## src/rtl/sbt_pkg.sv

```systemverilog
// Shared constants for the strobed burst transmitter.
// Assumes: timer slots are indexed by the constants below.
package sbt_pkg;
    localparam int DEF_WORD_W = 16;
    localparam int TM_SETUP   = 0;
    localparam int TM_HOLD    = 1;
    localparam int TM_GAP     = 2;
    localparam int NUM_TIMERS = 3;
endpackage

```

## src/rtl/sbt_interval_timer.sv

```systemverilog
// Saturating interval timer: counts clocks since its last restart.
// The count is 1 during the cycle after a restart and stops at all ones.
// Reset loads all ones, meaning "interval long expired".
module sbt_interval_timer #(
    parameter int CNT_W = 6
) (
    input  logic             clk,
    input  logic             rst_n,
    input  logic             restart,
    output logic [CNT_W-1:0] count
);
    localparam logic [CNT_W-1:0] CNT_MAX = '1;

    // Restart to one, else climb until saturated.
    always_ff @(posedge clk) begin
        if (!rst_n)              count <= CNT_MAX;
        else if (restart)        count <= CNT_W'(1);
        else if (count != CNT_MAX) count <= count + CNT_W'(1);
    end
endmodule

```

## src/rtl/sbt_ready_qualifier.sv

```systemverilog
// Counts consecutive clocks with the receiver's active-low ready sampled low.
// Flags when the count reaches the limit needed before the first strobe edge.
// Assumes: dev_rdy_n is synchronous to clk.
module sbt_ready_qualifier #(
    parameter int CNT_W  = 6,
    parameter int LI_CYC = 4
) (
    input  logic             clk,
    input  logic             rst_n,
    input  logic             dev_rdy_n,
    output logic [CNT_W-1:0] rdy_cnt,
    output logic             rdy_settled
);
    localparam logic [CNT_W-1:0] CNT_MAX = '1;

    // Track the run length of asserted ready.
    always_ff @(posedge clk) begin
        if (!rst_n)              rdy_cnt <= '0;
        else if (dev_rdy_n)      rdy_cnt <= '0;
        else if (rdy_cnt != CNT_MAX) rdy_cnt <= rdy_cnt + CNT_W'(1);
    end

    // Limit reached.
    always_comb rdy_settled = (rdy_cnt >= CNT_W'(LI_CYC));

    // A negated ready clears the run.
    p_rdy_clears_r4: assert property (@(posedge clk) disable iff (!rst_n)
        $past(rst_n) && $past(dev_rdy_n) |-> rdy_cnt == '0);
endmodule

```

## src/rtl/sbt_word_holder.sv

```systemverilog
// Holds one word on the data bus from acceptance until its strobe edge.
// Assumes: fire is only raised while loaded is set.
module sbt_word_holder #(
    parameter int WORD_W = 16
) (
    input  logic              clk,
    input  logic              rst_n,
    input  logic [WORD_W-1:0] in_data,
    input  logic              in_valid,
    input  logic              hold_done,
    input  logic              fire,
    output logic              in_ready,
    output logic              accept,
    output logic              loaded,
    output logic [WORD_W-1:0] bus_data
);
    // Take a word only when empty and the hold interval is over.
    always_comb begin
        in_ready = !loaded && hold_done;
        accept   = in_valid && in_ready;
    end

    // Occupancy flag: set on accept, cleared by the latching edge.
    always_ff @(posedge clk) begin
        if (!rst_n)      loaded <= 1'b0;
        else if (accept) loaded <= 1'b1;
        else if (fire)   loaded <= 1'b0;
    end

    // Bus register: changes only when a new word is taken.
    always_ff @(posedge clk) begin
        if (!rst_n)      bus_data <= '0;
        else if (accept) bus_data <= in_data;
    end

    p_accept_loads_r2: assert property (@(posedge clk) disable iff (!rst_n)
        $past(rst_n) && $past(in_valid && in_ready) |-> loaded && bus_data == $past(in_data));
    p_bus_held_r3: assert property (@(posedge clk) disable iff (!rst_n)
        $past(rst_n) && $past(loaded) && loaded |-> $stable(bus_data));
endmodule

```

## src/rtl/sbt_strobe_pacer.sv

```systemverilog
// Decides when to toggle the strobe and keeps the edge-spacing history.
// An edge needs:
//   - a loaded word with setup met;
//   - single and same-polarity spacing met;
//   - ready asserted;
//   - the first-edge ready run satisfied, or no pause request afterwards.
// Assumes: timer counts saturate rather than wrap.
module sbt_strobe_pacer #(
    parameter int CNT_W     = 6,
    parameter int SETUP_CYC = 2,
    parameter int CYC_MIN   = 3,
    parameter int PAIR_MIN  = 9
) (
    input  logic             clk,
    input  logic             rst_n,
    input  logic             loaded,
    input  logic [CNT_W-1:0] setup_cnt,
    input  logic [CNT_W-1:0] gap_cnt,
    input  logic             dev_rdy_n,
    input  logic             rdy_settled,
    input  logic             pause_req,
    output logic             fire,
    output logic             strobe,
    output logic             started
);
    localparam int SUM_W = CNT_W + 1;

    logic [CNT_W-1:0] prev_gap;
    logic             setup_ok, gap_ok, pair_ok, gate_ok;

    // Edge permission from all timing and flow conditions.
    always_comb begin
        setup_ok = setup_cnt >= CNT_W'(SETUP_CYC);
        gap_ok   = gap_cnt >= CNT_W'(CYC_MIN);
        pair_ok  = ({1'b0, prev_gap} + {1'b0, gap_cnt}) >= SUM_W'(PAIR_MIN);
        gate_ok  = started ? !pause_req : rdy_settled;
        fire     = loaded && setup_ok && gap_ok && pair_ok && !dev_rdy_n && gate_ok;
    end

    // Strobe toggles once per latched word, idling high.
    always_ff @(posedge clk) begin
        if (!rst_n)    strobe <= 1'b1;
        else if (fire) strobe <= ~strobe;
    end

    // Remember the previous gap for the same-polarity rule.
    always_ff @(posedge clk) begin
        if (!rst_n)    prev_gap <= '1;
        else if (fire) prev_gap <= gap_cnt;
    end

    // Marks that the first word of the burst has gone out.
    always_ff @(posedge clk) begin
        if (!rst_n)    started <= 1'b0;
        else if (fire) started <= 1'b1;
    end

    p_edge_needs_ready_r5: assert property (@(posedge clk) disable iff (!rst_n)
        $past(rst_n) && !$stable(strobe) |-> $past(!dev_rdy_n));
    p_edge_needs_word_r3: assert property (@(posedge clk) disable iff (!rst_n)
        $past(rst_n) && !$stable(strobe) |-> $past(loaded));
    p_gap_min_r7: assert property (@(posedge clk) disable iff (!rst_n)
        $past(rst_n) && !$stable(strobe) |-> $past(gap_cnt) >= CNT_W'(CYC_MIN));
    p_pause_holds_r10: assert property (@(posedge clk) disable iff (!rst_n)
        $past(rst_n) && $past(pause_req && started) |-> $stable(strobe));
endmodule

```

## src/rtl/strobed_burst_tx.sv

```systemverilog
// Host-side strobed burst transmitter with pause.
// Accepts words from a valid/ready stream, places each on the data bus and
// marks it with one strobe transition. Setup, hold, spacing and first-edge
// ready timing are enforced as clock counts.
// Assumes: all inputs are synchronous to clk; reset is synchronous, active low.
module strobed_burst_tx
    import sbt_pkg::*;
#(
    parameter int WORD_W    = DEF_WORD_W,
    parameter int CNT_W     = 6,
    parameter int SETUP_CYC = 2,
    parameter int HOLD_CYC  = 2,
    parameter int CYC_MIN   = 3,
    parameter int PAIR_MIN  = 9,
    parameter int LI_CYC    = 4
) (
    input  logic              clk,
    input  logic              rst_n,
    input  logic [WORD_W-1:0] in_data,
    input  logic              in_valid,
    output logic              in_ready,
    input  logic              pause_req,
    input  logic              dev_rdy_n,
    output logic [WORD_W-1:0] bus_data,
    output logic              strobe
);
    logic [NUM_TIMERS-1:0] restart;
    logic [CNT_W-1:0]      tcount [NUM_TIMERS];
    logic [CNT_W-1:0]      rdy_cnt;
    logic                  rdy_settled, accept, loaded, fire, started, hold_done;

    // Timer restart sources: setup from a load, hold and gap from an edge.
    always_comb begin
        restart[TM_SETUP] = accept;
        restart[TM_HOLD]  = fire;
        restart[TM_GAP]   = fire;
        hold_done         = tcount[TM_HOLD] >= CNT_W'(HOLD_CYC);
    end

    for (genvar i = 0; i < NUM_TIMERS; i++) begin : g_timer
        sbt_interval_timer #(.CNT_W(CNT_W)) u_timer (
            .clk     (clk),
            .rst_n   (rst_n),
            .restart (restart[i]),
            .count   (tcount[i])
        );
    end

    sbt_ready_qualifier #(.CNT_W(CNT_W), .LI_CYC(LI_CYC)) u_rdy (
        .clk         (clk),
        .rst_n       (rst_n),
        .dev_rdy_n   (dev_rdy_n),
        .rdy_cnt     (rdy_cnt),
        .rdy_settled (rdy_settled)
    );

    sbt_word_holder #(.WORD_W(WORD_W)) u_hold (
        .clk       (clk),
        .rst_n     (rst_n),
        .in_data   (in_data),
        .in_valid  (in_valid),
        .hold_done (hold_done),
        .fire      (fire),
        .in_ready  (in_ready),
        .accept    (accept),
        .loaded    (loaded),
        .bus_data  (bus_data)
    );

    sbt_strobe_pacer #(
        .CNT_W(CNT_W), .SETUP_CYC(SETUP_CYC), .CYC_MIN(CYC_MIN), .PAIR_MIN(PAIR_MIN)
    ) u_pace (
        .clk         (clk),
        .rst_n       (rst_n),
        .loaded      (loaded),
        .setup_cnt   (tcount[TM_SETUP]),
        .gap_cnt     (tcount[TM_GAP]),
        .dev_rdy_n   (dev_rdy_n),
        .rdy_settled (rdy_settled),
        .pause_req   (pause_req),
        .fire        (fire),
        .strobe      (strobe),
        .started     (started)
    );

    p_first_edge_li_r4: assert property (@(posedge clk) disable iff (!rst_n)
        $past(rst_n) && !$stable(strobe) && !$past(started) |-> $past(rdy_cnt) >= CNT_W'(LI_CYC));
    p_setup_met_r6: assert property (@(posedge clk) disable iff (!rst_n)
        $past(rst_n) && !$stable(strobe) |-> $past(tcount[TM_SETUP]) >= CNT_W'(SETUP_CYC));
    p_hold_before_load_r2: assert property (@(posedge clk) disable iff (!rst_n)
        $past(rst_n) && !$stable(bus_data) |-> $past(tcount[TM_HOLD]) >= CNT_W'(HOLD_CYC));
endmodule

```

## config.mk

```make
export PLATFORM = sky130hd
export DESIGN_NAME = strobed_burst_tx
export DESIGN_NICKNAME = d
export VERILOG_FILES = /design/src/rtl/sbt_pkg.sv /design/src/rtl/sbt_interval_timer.sv /design/src/rtl/sbt_ready_qualifier.sv /design/src/rtl/sbt_word_holder.sv /design/src/rtl/sbt_strobe_pacer.sv /design/src/rtl/strobed_burst_tx.sv
export SDC_FILE = /design/constraint.sdc
export NUM_CORES = 1
export LEC_CHECK = 0
export ABC_AREA = 1
export BUFFER_PORTS_ARGS = -buffer_cell sky130_fd_sc_hd__buf_2
export CAP_MARGIN = 20
export CORE_MARGIN = 2
export CORE_UTILIZATION = 56
export DETAILED_ROUTE_END_ITERATION = 6
export GPL_ROUTABILITY_DRIVEN = 0
export PLACE_DENSITY = 0.79
export SYNTH_ARGS = -nofsm -noshare
export SYNTH_HDL_FRONTEND = slang
export SYNTH_SLANG_ARGS = --single-unit
```

## constraint.sdc

```tcl
create_clock -name clk -period 2.2 [get_ports clk]
set_input_delay 0.11 -clock clk [delete_from_list [all_inputs] [get_ports clk]]
set_output_delay 0.11 -clock clk [all_outputs]
set_load 0.005 [all_outputs]
```

== Word-level counts from Yosys, hierarchy flattened ==
Index checks and enable logic that the tools add are counted.
Storage, ports and cells
  logic and storage cells: 54
  register bits after elaboration: 49
  output and inout port bits: 18
Operators by class
  equality and inequality tests: 4
  $add $sub $neg: 5
  $lt $le $gt $ge: 5
  bitwise gates (word level): 2
  reductions and logical operators: 17
  mux-type cells: 9
Operators with widths (number)
  $mux 6: 6
  $add 6x1->6 const B: 4
  $ne 6x6->1 const B: 4
  $ge 6x2->1 const B: 3
  $reduce_bool 2->1: 4
  $add 6x6->7: 1
  $ge 7x4->1 const B: 1
  $logic_and 1x1->1: 7
  $ge 6x3->1 const B: 1
  $reduce_or 2->1: 3
  $logic_not 1->1: 3
  $mux 1: 3
  $not 1->1: 2

== Longest topological paths before layout ==
Gate-level depths: netlist of the first run.
  depth after elaboration: 8
  depth in mapped cells: 14

== By module ==
A second synthesis of the first run with hierarchy kept.
Unflattened totals
  cell total of the unflattened synthesis: 381
  area, all modules: 2693.8 um2
By module, submodules not included
  sbt_interval_timer: times used 3, cells each 44, area each 331.6 um2
  sbt_word_holder: times used 1, cells each 109, area each 726.9 um2
  sbt_strobe_pacer: times used 1, cells each 88, area each 624.3 um2
  sbt_ready_qualifier: times used 1, cells each 48, area each 331.6 um2
  strobed_burst_tx: times used 1, cells each 4, area each 16.3 um2

== Least setup slack after synthesis of the first run ==
Ideal clock, no wire load.
  path kind: register -> register
  start point: register g_timer[2].u_timer.count[0]
  end point: register g_timer[1].u_timer.count[1]
  clock period less this slack: 1.944 ns
  data required time: 2.066 ns
  library setup time: 0.134 ns
  setup slack: 0.256 ns
  arrival: 1.810 ns
  stages on the path, launching flop included: 15
  path through: dfxtp_1 ha_1 inv_1 fa_1 nand2_1 nand3_1 nand2_1 inv_1 nand2_1 nand2_1 nand2_4 nand2_4 buf_6 nand2_1 nand3_1
On the way
  cells in the longest elaborated chain, start to end: 6
Ends and longest elaborated chain
  start: declaration: line sbt_interval_timer.sv:10  | output logic [CNT_W-1:0] count
  start signal: assignment: line sbt_interval_timer.sv:18  | else if (count != CNT_MAX) count <= count + CNT_W'(1);
  $add 6x6->7 / $ge 6x2->1 (equally long branches): line sbt_strobe_pacer.sv:35, sbt_strobe_pacer.sv:34
  $ge 7x4->1 / $logic_and 1x1->1 (equally long branches): line sbt_strobe_pacer.sv:35, sbt_strobe_pacer.sv:37
  $logic_and 1x1->1 * (3 in series): line sbt_strobe_pacer.sv:37  | fire = loaded && setup_ok && gap_ok && pair_ok && !dev_rdy_n && gate_ok;
  $mux 6 / $reduce_bool 2->1 (equally long branches)
  end signal: assignment: line sbt_interval_timer.sv:18
  end: declaration: line sbt_interval_timer.sv:10
Every way passes the cells marked *; elsewhere a longest branch is shown, timed or not.
A chain may end at the register's enable or synchronous reset.

== Worst setup path after layout of the first run ==
  start point: register u_pace.prev_gap[0]
  end point: register g_timer[2].u_timer.count[0]
On the way
  cells in the longest elaborated chain, start to end: 6
Ends and longest elaborated chain
  start: declaration: line sbt_strobe_pacer.sv:28  | logic [CNT_W-1:0] prev_gap;
  start signal: assignment: line sbt_strobe_pacer.sv:49  | else if (fire) prev_gap <= gap_cnt;
  $add 6x6->7: line sbt_strobe_pacer.sv:35  | pair_ok = ({1'b0, prev_gap} + {1'b0, gap_cnt}) >= SUM_W'(PAIR_MIN);
  $ge 7x4->1: line sbt_strobe_pacer.sv:35
  $logic_and 1x1->1 (3 in series): line sbt_strobe_pacer.sv:37
  $reduce_or 2->1 (no line)
Every way passes these cells.

==> impl_metrics.json, run 1 <==
{
  "path_cells": "ha_1, inv_1, fa_1, inv_1, nand2_1, a21oi_1, a21oi_2, nor2_2, nand2_4, a21oi_2, o21ai_0",
  "dr.pass1.iters": 4,
  "fin_crit_sh": 0.9165,
  "drtAntennaViolNets": 0,
  "arrival_ns": 2.19,
  "report.final.slew_viol_count": 0,
  "vias_per_cell": 5.238,
  "crit_path_max_incr_delay_ns": 0.40,
  "crit_end": "g_timer[2].u_timer.count[0]",
  "synthCells": 333,
  "initial_core_util": 0.5961,
  "grt_max_degree": 26,
  "synthTopCellsByCount": "58 x inv_1, 56 x nand2_1, 54 x nand3_1",
  "finClkSkew_ns": 0.002484,
  "leakage_uw": 0.001452,
  "critPathSlowestCell": "fa_1",
  "synth.most_common_cell": "inv_1",
  "peakVddDrop_mv": 0.5453,
  "area_delta_synth_final_pct": 12.99,
  "die-area_sq_mm": 0.004894,
  "placed_cells": 415,
  "synth-seq-cells": 49,
  "yosysWarnings": 0,
  "ys_seq_area_frac": 0.4027,
  "async_flop_share": 0,
  "cts_root_buffer": "clkbuf_8",
  "setup_tns_ns": 0,
  "nets": 407,
  "instances_no_fill": 421,
  "syn_area_sq_mm": 0.002436,
  "top_layer_used": "met4",
  "crit_start": "u_pace.prev_gap[0]",
  "synthTopCellsByArea": "dfxtp_1 40%, nand3_1 11%, inv_1 8.9%, nand2_1 8.6%, ha_1 6.7%",
  "crit_fanout": 9,
  "worst_pin_slew_ns": 0.5168,
  "status": "finished, final reports clean",
  "placedInstanceArea_sq_mm": 0.002664,
  "timing.rr.end": "g_timer[2].u_timer.count[0]",
  "layout-drive-gt1-share": 0.1725,
  "cap_violations": 0,
  "cts.sinks": 49,
  "setup_viol": 0,
  "track_usage": 0.2042,
  "rsz0062_at_grt": "true",
  "netlist.area_leader.share": 0.4027,
  "cts_tree": "built",
  "finalHoldViolCount": 0,
  "io_buffers": 38,
  "fillers": 375,
  "grt_pass1_wl_um": 8390,
  "min_period_ns": 2.016,
  "h-tree-depth": 2,
  "ff2ff_path_depth": 11,
  "hpwlAfterDp_um": 3520,
  "critPathCaptureType": "flop",
  "antennaDiodeCount": 0,
  "wl_um": 4712,
  "wl_met1_um": 2259,
  "critPathTopFamily": "adder cells",
  "yosysTopAreaCell": "dfxtp_1",
  "wire_per_inst_um": 11.19,
  "regToRegSetupSlack_ns": 0.18,
  "drt-initial-drc-count": 142,
  "synth-edff-count": 0,
  "grt_pass1_vias": 1994,
  "dr_total_vias": 2205,
  "die_w_um": 69.96,
  "cts_hold_buf": 0,
  "synth_ff_type": "dfxtp_1",
  "overflow": 0,
  "ys_types": 28,
  "cts_max_path_buffers": 2,
  "fmax_mhz": 495.9,
  "critPathLaunchType": "flop",
  "powerDensity_mw_per_mm2": 1014,
  "syn_avg_cell_area_sq_um": 7.316,
  "hp-class": "in2reg",
  "drc_errors": 0,
  "fp-row-count": 23,
  "insertion_delay_ns": 0.29,
  "r2r_start": "u_pace.prev_gap[0]",
  "numCtsBuffers": 5,
  "coreArea_sq_mm": 0.004086,
  "grt_antenna_before_repair": 0,
  "die_h_um": 69.96,
  "dr_wl_met2_um": 2122,
  "routed-wl-met3_um": 248,
  "cts.clk_slew.worst_paths_ns": 0.08,
  "synthesis.nets": 368,
  "crit_cells": 11,
  "timing.critical_path.buf_inv": 2,
  "io_pins": 39,
  "cp.required_ns": 2.37,
  "relSlewSlack": 0.6545,
  "critPathKind": "reg2reg",
  "post-route-cell-area_sq_mm": 0.002753
}
## worst min-delay path, cell delays in order
cell and delay (ns):
buf_2 0.09, inv_1 0.04, o21ai_0 0.06
## logic make-up (layout without fill, tap and decap cells)
family	Yosys count	count (layout)	synth area share
compound gates	43	43	0.09759
xor+xnor	3	3	0.01079
fa+ha+maj	14	14	0.07499
buf+inv	68	106	0.1120
flops	49	49	0.4027
simple gates	156	156	0.3020
## metal layers
| metal | global-route usage | vias to the layer above |
|---|---|---|
| met5 | 0 | - |
| met4 | 0.06410 | 0 |
| met3 | 0.05483 | 8 |
| met2 | 0.3164 | 68 |
| met1 | 0.2775 | 980 |
| li1 | - | 1149 |
## sequential cells by signal (all words and copies together), names as in the netlist
register / flops
g_timer.u_timer.count: 18
u_hold.bus_data: 16
u_pace.strobe: 1
u_rdy.rdy_cnt: 6
u_pace.prev_gap: 6
u_pace.started: 1
u_hold.loaded: 1
## metrics by stage
step           total power (uW)  hold WS [ns]  utilization  setup WS (ns)
6_report                   2792       0.05674       0.6736         0.1836
5_1_grt                    3059       0.06056       0.6736      -0.004147
4_1_cts                    2800       0.04790       0.6699         0.1341
3_5_place_dp               2316        0.3708       0.6519         0.1574
3_3_place_gp               2279        0.3632       0.6519         0.2014
2_1_floorplan              2053        0.2589            -         0.2564
## layout by cell type (no fill, tap or decap), types with 5 or more instances in the layout
| cell | n |
|---|---|
| clkbuf_8 | 5 |
| nand3_2 | 6 |
| o21ai_0 | 29 |
| nand2_1 | 55 |
| ha_1 | 13 |
| nand3_1 | 54 |
| dfxtp_1 | 49 |
| buf_2 | 38 |
| inv_1 | 58 |
| nor2_1 | 25 |
## worst min path at each step
stage / start / endpoint / slack, ns / cells past startpoint
finish: in_data[12] / u_hold.bus_data[12] / 0.06 / 3
global route: in_data[8] / u_hold.bus_data[8] / 0.06 / 3
CTS: in_data[7] / u_hold.bus_data[7] / 0.05 / 3
detailed placement: in_data[13] / u_hold.bus_data[13] / 0.37 / 3
global placement: in_data[9] / u_hold.bus_data[9] / 0.36 / 3
floorplan: in_data[0] / u_hold.bus_data[0] / 0.26 / 2
## layout make-up
class	count	area (sq um)	area share
multi-input cells	216	1197	0.4350
flip-flops and latches	49	980.9	0.3564
repair buffers	42	220.2	0.08000
inverters	58	217.7	0.07909
clock buffers	5	68.82	0.02500
well taps	50	62.56	0.02273
clock inverters	1	5.005	0.001818
## power breakdown
group | total, uW | switching, uW | internal, uW
combinational | 1140 | 676 | 463
clock | 477 | 267 | 209
sequential | 1180 | 137 | 1040
## repair_timing
| item | in CTS | in global routing |
|---|---|---|
| gates resized for setup | 0 | 3 |
| setup buffers | 0 | 0 |
| setup endpoints to repair | 0 | 19 |
(Power assumes the default switching activity.)
==> run 2, diff against run 1 <==
--- a/config.mk
+++ b/config.mk
@@ -5,14 +5,13 @@
 export SDC_FILE = /design/constraint.sdc
 export NUM_CORES = 1
 export LEC_CHECK = 0
-export ABC_AREA = 1
+export ABC_AREA = 0
 export BUFFER_PORTS_ARGS = -buffer_cell sky130_fd_sc_hd__buf_2
 export CAP_MARGIN = 20
 export CORE_MARGIN = 2
-export CORE_UTILIZATION = 56
+export CORE_UTILIZATION = 38
 export DETAILED_ROUTE_END_ITERATION = 6
 export GPL_ROUTABILITY_DRIVEN = 0
-export PLACE_DENSITY = 0.79
 export SYNTH_ARGS = -nofsm -noshare
 export SYNTH_HDL_FRONTEND = slang
 export SYNTH_SLANG_ARGS = --single-unit
==> impl_metrics.json, run 2 <==
{
  "ys_seq_area_frac": 0.4168,
  "dr.pass1.iters": 4,
  "critPathSlowestCell": "fa_2",
  "largest-register": "g_timer.u_timer.count",
  "critPathTopFamily": "adder cells",
  "yosysWarnings": 0,
  "hp-class": "in2reg",
  "p_total_uw": 2680,
  "finalHoldViolCount": 0,
  "netlist.area_leader.share": 0.4168,
  "postCtsSetupBuffers": 0,
  "grt_max_degree": 32,
  "io_buffers": 38,
  "antennaDiodeCount": 0,
  "crit_fanout": 5,
  "async_flop_share": 0,
  "p_sw_frac": 0.3496,
  "whs_ns": 0.04671,
  "rsz0062_at_grt": "true",
  "cts_root_buffer": "clkbuf_8",
  "internal-power_uw": 1743,
  "drtAntennaViolNets": 0,
  "initial_core_util": 0.3952,
  "failed_checks": "setup timing",
  "p_sw_uw": 937.1,
  "overflow": 0,
  "synth.most_common_cell": "dfxtp_1",
  "p_comb_frac": 0.382,
  "layout-drive-gt1-share": 0.2414,
  "pwr-share-seq": 0.425,
  "synthCells": 270,
  "min_period_ns": 2.261,
  "syn_avg_cell_area_sq_um": 8.717,
  "numCtsBuffers": 5,
  "ys_types": 40,
  "dr_total_vias": 1949,
  "die_w_um": 82.70,
  "die-area_sq_mm": 0.006839,
  "synthTopCellsByArea": "dfxtp_1 42%, ha_1 6.9%, nand2_1 6.9%, a21boi_0 5.4%, o21ai_0 4.3%",
  "synthesis.nets": 305,
  "leakage_uw": 0.001210,
  "wire_per_inst_um": 12.58,
  "die_h_um": 82.70,
  "layout_common_cells": "47 x dfxtp_1, 43 x nand2_1, 38 x buf_2",
  "grt_pass1_vias": 1791,
  "nets": 353,
  "post-route-util": 0.4748,
  "drc_errors": 0,
  "synth-seq-cells": 49,
  "crit_path_max_incr_delay_ns": 0.42,
  "report.final.slew_viol_count": 0,
  "critPathKind": "reg2reg",
  "insertion_delay_ns": 0.30,
  "hpwlAfterDp_um": 3511,
  "io_pins": 39,
  "fp-row-count": 28,
  "setup_viol": 6,
  "syn_area_sq_mm": 0.002354,
  "fin_crit_sh": 1.028,
  "peakVddDrop_mv": 0.4371,
  "reg.largest.list": "g_timer.u_timer.count: 18 flops, u_hold.bus_data: 16 flops",
  "critPathLaunchType": "flop",
  "area_delta_synth_final_pct": 20.15,
  "synth_ff_type": "dfxtp_1",
  "grt_antenna_before_repair": 0,
  "drt-initial-drc-count": 113,
  "path_cells": "ha_4, inv_2, fa_2, nor2b_4, and2_4, o211a_1, a211oi_2, buf_4, mux2_4",
  "p_clk_frac": 0.193,
  "cts.clk_slew.worst_paths_ns": 0.09,
  "yosysTopAreaCell": "dfxtp_1",
  "wl_um": 4956,
  "synth-edff-count": 0,
  "fillers": 605,
  "finClkSkew_ns": 0.005783,
  "seq_area_sq_um": 983.4,
  "largest_reg_flops": 18,
  "worst_pin_slew_ns": 0.5970,
  "vias_per_cell": 4.947,
  "relSlewSlack": 0.6010,
  "layout_commonest_cell": "dfxtp_1",
  "grt_pass1_wl_um": 8183,
  "setup_ws_ns": -0.06096,
  "powerDensity_mw_per_mm2": 947.9,
  "cts_max_path_buffers": 2,
  "synthTopCellsByCount": "49 x dfxtp_1, 43 x nand2_1, 20 x o21ai_0",
  "fmax_mhz": 442.3,
  "critPathCaptureType": "flop",
  "multiInputGateArea_sq_mm": 0.001331,
  "h-tree-depth": 2,
  "status": "finished with violations",
  "coreArea_sq_mm": 0.005956,
  "arrival_ns": 2.46,
  "timing.critical_path.buf_inv": 2,
  "cp.required_ns": 2.40,
  "cts_tree": "built",
  "cts.sinks": 49,
  "track_usage": 0.1550,
  "cap_violations": 0
}
run 2: final timing paths:
check	start	end	slack, ns	cells past startpoint
setup / recovery	u_pace.prev_gap[0]	u_pace.strobe	-0.06	9
hold / removal	in_data[9]	u_hold.bus_data[9]	0.05	3
setup reg to reg	u_pace.prev_gap[0]	u_pace.strobe	-0.06	9
hold reg to reg	u_hold.bus_data[8]	u_hold.bus_data[8]	0.46	2
run 2: metal layers:
metal	vias to the layer above	share of wire	global-route usage
met5	-	0	0
met4	0	0.011	0.03934
met3	6	0.021	0.04239
met2	19	0.49	0.2540
met1	903	0.48	0.2019
li1	1021	-	-
run 2: area by class of cell:
class | count | area share
clock buffer | 6 | 0.02566
multi-input combinational | 201 | 0.4708
clock inverter | 2 | 0.003540
tap | 75 | 0.03319
inverter | 8 | 0.01062
timing repair buffer | 53 | 0.1084
sequential | 49 | 0.3478
run 2: stage by stage:
stage / worst slack (ns) / area, sq um / cells / TNS [ns]
after CTS: -0.05263 / 2815 / 394 / -0.1224
after floorplan: -0.01268 / 2379 / 270 / -0.06550
after global placement: -0.07631 / 2716 / 386 / -0.3403
after detailed placement: -0.2141 / 2716 / 386 / -1.688
final: -0.06096 / 2828 / 394 / -0.1421
after global routing: -0.1313 / 2828 / 394 / -1.099
run 2: repair_timing:
action / CTS / global route
pin swaps: 6 / 1
hold buffers: 0 / 0
setup endpoints to repair: 19 / 18
gates resized for setup: 6 / 6
run 2: cell families after synthesis:
group / synth area share
and+or+nand+nor: 0.2451
AOI/OAI and AO/OA: 0.1584
DFF: 0.4168
buffers and inverters: 0.03774
adders and majority gates: 0.07762
xor gates and xnor gates: 0.02977
muxes: 0.03456
run 2: power by group through the flow:
| stage | clock network (uW) | logic [uW] | registers (uW) |
|---|---|---|---|
| 6_report | 517 | 1020 | 1140 |
| 3_5_place_dp | 0 | 990 | 1150 |
| 5_1_grt | 574 | 1190 | 1160 |
| 4_1_cts | 548 | 1010 | 1140 |
| 3_3_place_gp | 0 | 961 | 1150 |
| 2_1_floorplan | 0 | 716 | 1160 |
run 2: tightest hold or removal path: cells and delay by family:
kind | cells | cell delay, ns
buffers and inverters | 1 | 0.09
AOI/OAI and AO/OA | 1 | 0.06
and+or+nand+nor | 1 | 0.04
